<file path="src/rtl/sync_master_tx.sv">
module sync_master_tx #(
  parameter int DATA_W = 8,
  parameter int DIV_W  = 8
) (
  input  logic              clk,
  input  logic              rst_n,
  input  logic              wr_en,
  input  logic [DATA_W-1:0] wr_data,
  input  logic              bit9_in,
  input  logic              mode9,
  input  logic              tx_enable,
  input  logic              clk_src_int,
  input  logic              rx_cont,
  input  logic              rx_single,
  input  logic [DIV_W-1:0]  divisor,
  output logic              sck_o,
  output logic              sck_oe,
  output logic              sdo_o,
  output logic              sdo_oe,
  output logic              hold_empty,
  output logic              shift_empty
);
  localparam int SW = DATA_W + 1;
  localparam int BW = $clog2(DATA_W + 2);
  localparam logic [BW-1:0] LEN_N = BW'(DATA_W);
  localparam logic [BW-1:0] LEN_X = BW'(DATA_W + 1);

  logic              rx_req, div_run, tick, rise, fall, last_done, load;
  logic              phase, busy, sck_q, sdo_q;
  logic [DIV_W:0]    cnt;
  logic [DATA_W-1:0] hold_q;
  logic [SW-1:0]     shreg;
  logic [BW-1:0]     bits_left;

  assign rx_req    = rx_cont | rx_single;
  assign div_run   = tx_enable | rx_req;
  assign tick      = div_run && (cnt == {divisor, 1'b1});
  assign rise      = tick && !phase;
  assign fall      = tick && phase;
  assign last_done = busy && fall && (bits_left == '0);
  assign load      = tx_enable && !rx_req && !hold_empty && (!busy || last_done);

  always_ff @(posedge clk or negedge rst_n) begin
    if (!rst_n) begin
      cnt   <= '0;
      phase <= 1'b0;
    end else if (!div_run) begin
      cnt   <= '0;
      phase <= 1'b0;
    end else if (tick) begin
      cnt   <= '0;
      phase <= ~phase;
    end else begin
      cnt   <= cnt + 1'b1;
    end
  end

  always_ff @(posedge clk or negedge rst_n) begin
    if (!rst_n) begin
      hold_q     <= '0;
      hold_empty <= 1'b1;
    end else if (wr_en) begin
      hold_q     <= wr_data;
      hold_empty <= 1'b0;
    end else if (load) begin
      hold_empty <= 1'b1;
    end
  end

  always_ff @(posedge clk or negedge rst_n) begin
    if (!rst_n) begin
      busy      <= 1'b0;
      bits_left <= '0;
      shreg     <= '0;
      sck_q     <= 1'b0;
      sdo_q     <= 1'b0;
    end else if (!tx_enable) begin
      busy      <= 1'b0;
      bits_left <= '0;
      sck_q     <= 1'b0;
      sdo_q     <= 1'b0;
    end else if (!rx_req) begin
      if (busy && rise && bits_left != '0) begin
        sdo_q     <= shreg[0];
        shreg     <= shreg >> 1;
        bits_left <= bits_left - 1'b1;
        sck_q     <= 1'b1;
      end
      if (fall) sck_q <= 1'b0;
      if (load) begin
        busy      <= 1'b1;
        shreg     <= {bit9_in, hold_q};
        bits_left <= mode9 ? LEN_X : LEN_N;
      end else if (last_done) begin
        busy      <= 1'b0;
      end
    end
  end

  assign sck_o       = rx_req ? phase : sck_q;
  assign sck_oe      = clk_src_int & div_run;
  assign sdo_o       = sdo_q;
  assign sdo_oe      = tx_enable & ~rx_req;
  assign shift_empty = ~busy;

  assert_hold_cleared_R2: assert property (@(posedge clk) disable iff (!rst_n)
    wr_en |=> !hold_empty);

  assert_hold_set_by_load_R2: assert property (@(posedge clk) disable iff (!rst_n)
    $rose(hold_empty) |-> !shift_empty);

  assert_divider_parked_R3: assert property (@(posedge clk) disable iff (!rst_n)
    !div_run |=> (cnt == '0 && !phase));

  assert_data_steady_high_R4: assert property (@(posedge clk) disable iff (!rst_n)
    (sck_q && $past(sck_q)) |-> $stable(sdo_q));

  assert_word_length_R5: assert property (@(posedge clk) disable iff (!rst_n)
    bits_left <= LEN_X);

  assert_abort_clears_R8: assert property (@(posedge clk) disable iff (!rst_n)
    !tx_enable |=> (shift_empty && !sck_q && !sdo_q));

  assert_frozen_on_rx_R9: assert property (@(posedge clk) disable iff (!rst_n)
    (rx_req && tx_enable) |=> ($stable(shreg) && $stable(bits_left) && $stable(busy)));

  assert_shifter_empty_R11: assert property (@(posedge clk) disable iff (!rst_n)
    shift_empty |-> !sck_q || !tx_enable);
endmodule

</file>
<file path="config.mk">
export PLATFORM = sky130hd
export DESIGN_NAME = sync_master_tx
export DESIGN_NICKNAME = d
export VERILOG_FILES = /design/src/rtl/sync_master_tx.sv
export SDC_FILE = /design/constraint.sdc
export NUM_CORES = 1
export LEC_CHECK = 0
export ABC_CLOCK_PERIOD_IN_PS = 5000
export CAP_MARGIN = 15
export CORE_MARGIN = 10
export CORE_UTILIZATION = 45
export DETAILED_ROUTE_END_ITERATION = 16
export GPL_TIMING_DRIVEN = 0
export PLACE_DENSITY = 0.7
export SLEW_MARGIN = 0
export SYNTH_ARGS = -nofsm -noshare
export SYNTH_HDL_FRONTEND = slang
export SYNTH_SLANG_ARGS = --single-unit
</file>
<file path="constraint.sdc">
create_clock -name clk -period 5 [get_ports clk]
set_clock_uncertainty 0.05 [all_clocks]
set_input_delay 0.75 -clock clk [delete_from_list [all_inputs] [get_ports clk]]
set_output_delay 0.75 -clock clk [all_outputs]
set_load 0.02 [all_outputs]
</file>
### Word level (Yosys, flattened, before mapping)

Index checks and enable logic that the tools add are counted.

| operators by class | value |
|---|---|
| add/sub/neg operators | 2 |
| equality and inequality tests | 7 |
| multiplexer cells | 25 |
| bitwise operators | 7 |
| reduce and logical (&&, ||, !) cells | 24 |

Operator list:

| cell | count |
|---|---|
| 2-to-1 mux 9 bit | 4 |
| 2-to-1 mux 1 bit | 17 |
| 2-to-1 mux 4 bit | 4 |
| logical AND 1 bit | 10 |
| adder 9 x 1 -> 9 bit (second input constant) | 1 |
| equality test 9 bit | 1 |
| inequality test 3 x 1 -> 1 bit (second input constant) | 3 |
| AND reduction 2 bit | 4 |
| zero test 1 bit | 4 |
| zero test 4 bit | 1 |
| inequality test 2 x 1 -> 1 bit (second input constant) | 2 |
| nonzero test 2 bit | 2 |
| nonzero test 4 bit | 1 |
| subtractor 4 x 1 -> 4 bit (second input constant) | 1 |
| NOT 1 bit | 3 |
| AND reduction 3 bit | 1 |
| AND 1 bit | 2 |
| inequality test 2 bit (second input constant) | 1 |
| OR 1 bit | 2 |
| logical OR 1 bit | 1 |

| word-level totals | value |
|---|---|
| flip-flop bits (word level) | 35 |
| bits of input ports | 25 |
| output and inout port bits | 6 |
| word-level logic and storage cells | 74 |

### Longest topological paths before layout

| depth | value |
|---|---|
| word-level depth | 11 |
| gate-level depth with buffers | 8 |
| depth with buffers taken out | 7 |

### Worst setup path before layout

OpenSTA, ideal clock, no wires.

| timing path | value |
|---|---|
| path type | input to output |
| start | input port rx_single |
| end | output port sdo_oe |
| arrival | 1.446 ns |
| required time | 4.200 ns |
| setup slack | 2.754 ns |
| stages on the path | 3 |
| path buffers | 1 |
| cells stage by stage | or2_2 > clkbuf_1 > nor2_1 |

| on the way | value |
|---|---|
| word-level cells in the longest chain between the ends | 3 |

Ends and longest elaborated chain:

| item | line | text |
|---|---|---|
| start: declaration | 14 | `input logic rx_single,` |
| OR 1 bit | 35 | `assign rx_req = rx_cont \| rx_single;` |
| NOT 1 bit | 103 | `assign sdo_oe = tx_enable & ~rx_req;` |
| AND 1 bit | 103 |  |
| end: declaration | 19 | `output logic sdo_oe,` |

No other way between the ends.

### Final worst setup path

| timing path | value |
|---|---|
| start | input port rx_single |
| end | output port sck_oe |

| on the way | value |
|---|---|
| word-level cells in the longest chain between the ends | 3 |

Ends and longest elaborated chain:

| item | line | text |
|---|---|---|
| OR 1 bit | 35 |  |
| OR 1 bit | 36 | `assign div_run = tx_enable \| rx_req;` |
| AND 1 bit | 101 | `assign sck_oe = clk_src_int & div_run;` |
| end: declaration | 17 | `output logic sck_oe,` |

No other way between the ends.

==> flow_metrics.py <==
metrics = {
    "yosys": {
        "yosysTopAreaCell": "dfrtp_1",
        "synth_nets": 198,
        "synth-main-ff-cell": "dfrtp_1",
        "ys_types": 41,
        "synth_edf_count": 0,
        "async_reset_ff_share_pct": 100,
        "syn_avg_cell_area_um2": 10.5,
        "postSynthRegisterBits": 35,
        "yosysWarnings": 0,
        "synth.yosys.seq_area_share_pct": 48.7,
        "synthCells": 171,
        "synth_area_um2": 1800,
        "synthTopCellsByArea": "dfrtp_1 47%, mux2_2 5.6%, mux2i_1 5.0%",
        "synth_top_area_share_pct": 47.2,
    },
    "setup_path": {
        "cp_max_fo": 5,
        "crit_arrival_ps": 2470,
        "crit_chain": "clkdlybuf4s50_1 -> or2_2 -> clkbuf_1 -> nor2_1 -> nor2b_1 -> clkdlybuf4s50_1",
        "path_delay_family": "buffers and inverters",
        "ff2ff_path_depth": 8,
        "r2r_setup_slack_ps": 2890,
        "path_class": "in -> out",
        "cp.required_ps": 4200,
        "cp_common_cell": "clkdlybuf4s50_1",
        "startpoint": "rx_single",
        "cp_num_buf_inv": 3,
        "cpPeakStageDelay_ps": 540,
        "r2r-start": "bits_left[0]",
        "slowest_stage": "clkdlybuf4s50_1",
        "end_kind": "output pin",
        "critPathLaunchType": "input port",
        "r2r-end": "shreg[5]",
    },
    "placed_design": {
        "place_ws_ps": 1740,
        "numPortBuffers": 28,
        "dp_hpwl_mm": 3.07,
        "gp_congestion": 0.875,
    },
    "clock_tree": {
        "path_clk_slew_ps": 60,
        "cts_resized": 0,
        "hold_buffers": 0,
        "clock_latency_ps": 290,
        "htree_levels": 2,
        "cts_root_buf": "clkbuf_8",
        "clock_sinks": 35,
        "cts_buffers": 5,
        "cts_buffer_depth": 2,
        "tritoncts": "built",
        "post_cts_buffers": 0,
    },
    "drt": {
        "wl_per_cell_um": 15.9,
        "top_layer_used": "met4",
        "wl_met1_mm": 1.79,
        "vias_per_cell": 5.51,
        "dr_wl_met3_um": 202,
        "vias": 1405,
        "dr_wl_met2_mm": 1.97,
        "wirelength_mm": 4.05,
        "drc": 0,
        "drtIter0Drc": 121,
        "firstDrtPassIters": 4,
        "antenna_left": 0,
    },
    "die": {
        "coreArea_um2": 3770,
        "ioPinCount": 31,
        "dieArea_um2": 6930,
        "fp.dieW_um": 83.3,
        "die_y_um": 83.3,
        "start_util_pct": 47.8,
        "rows": 22,
    },
    "sta": {
        "tns_ps": 0,
        "finalSetupViolCount": 0,
        "max_slew_margin_pct": 48.0,
        "post-route-period-util_pct": 65.4,
        "fin_crit_ps": 3270,
        "tightestPinTransition_ps": 780,
        "layout_setup_ws_ps": 1730,
        "slew_violations": 0,
        "grt_setup_unrepaired": "no",
        "clock.fmax_mhz": 306,
        "hold_viol_final": 0,
    },
    "status": {
        "status": "completed",
    },
    "power": {
        "ir_worst_vdd_uv": 211,
        "leakage_nw": 0.980,
        "p_total_mw": 0.754,
        "power.density_nw_per_um2": 337,
    },
    "min_path": {
        "holdPathEnd": "hold_q[3]",
        "hold_depth": 1,
        "worstHoldStart": "hold_q[3]",
        "hp-class": "reg -> reg",
    },
    "grt": {
        "antenna_found_initial": 0,
        "grt_max_degree": 36,
        "grt_pass1_vias": 1514,
        "grt.overflow.total": 0,
        "grt_pass1_wl_mm": 6.90,
        "grtUsageTotal_pct": 11.8,
    },
    "final_layout": {
        "fill_cells": 315,
        "syn_to_final_growth_pct": 24.2,
        "antenna_cells": 0,
        "seqCellArea_um2": 877,
        "multi_input_area_um2": 878,
        "fin_nets": 233,
        "drive_above_1_share_pct": 15.0,
    },
    "flow_run": {
        "cap_violations": 0,
    },
}
==> layout by cell type (no fill, tap or decap), types with 2 or more instances in the layout <==
master and count:
dfrtp_1 34, clkdlybuf4s50_1 27, nor2_1 20, a21oi_1 12, nor3_1 11, xor2_1 10
nand3_1 9, mux2_2 9, mux2i_1 9, xnor2_1 7, nand2_1 7, clkbuf_8 7
inv_1 6, clkbuf_1 4, nor3_2 2, o21ai_1 2, nand4_1 2, buf_2 2
o211ai_1 2, ha_1 2
==> power breakdown <==
part	switching [mW]	internal (mW)	total (mW)	leakage, nW
clock	0.0970	0.126	0.223	0.0515
sequential	0.0405	0.328	0.368	0.433
combinational	0.0836	0.0796	0.163	0.495
total	0.221	0.533	0.754	0.980
==> kinds of logic after synthesis <==
family,count (synthesis),synth area share [%]
compound gates,21,7.36
xor+xnor,17,8.26
fa+ha+maj,2,1.39
buf+inv,11,2.57
flops,35,48.7
mux,18,10.6
simple gates,67,21.1
==> layer usage <==
layer  up-vias  global-route usage (%)
li1        680                       -
met1       675                    13.3
met2        41                    19.7
met3         9                    4.00
met4         0                    4.92
met5         -                       0
==> per-stage QoR <==
| stage | hold slack (ps) | cell area [µm²] | util, % | cells |
|---|---|---|---|---|
| finish | 467 | 2240 | 59.3 | 255 |
| global placement | 447 | 2140 | 56.8 | 247 |
| global route | 491 | 2240 | 59.3 | 255 |
| detailed placement | 452 | 2140 | 56.7 | 247 |
| floorplan | 404 | 1800 | - | 171 |
| CTS | 467 | 2240 | 59.3 | 255 |
==> sequential cells by signal, indices dropped and copies added, names as in the netlist <==
name and count:
busy 1, hold_empty 1, shreg 9, bits_left 4, sck_q 1, sdo_o 1, phase 1, cnt 9
hold_q 8
==> Yosys cell counts, types with 2 or more instances <==
library cell and n:
nand4_1 2, clkbuf_1 3, xnor2_1 7, mux2i_1 9, a21oi_1 12, nand2_1 7
o211ai_1 2, o21ai_1 2, nand3_1 9, ha_1 2, mux2_2 9, inv_1 6
xor2_1 10, dfrtp_1 34, nor2_1 20, nor3_1 11, nor3_2 2
==> cell type report <==
class / count / area share, %
Multi-Input combinational cell: 125 / 39.3
Clock buffer: 8 / 4.47
Tap cell: 48 / 2.68
Inverter: 6 / 1.01
Buffer: 5 / 1.06
Timing Repair Buffer: 28 / 12.3
Sequential cell: 35 / 39.2
==> worst max path at each step <==
| stage | cells past startpoint | endpoint | slack (ps) |
|---|---|---|---|
| after global routing | 6 | sck_oe | 1670 |
| final | 6 | sck_oe | 1730 |
| after global placement | 6 | sck_oe | 1770 |
| after detailed placement | 6 | sck_oe | 1740 |
| after CTS | 6 | sck_oe | 1740 |
| after floorplan | 3 | sdo_oe | 2750 |
Power figures use the tool's default switching activity.
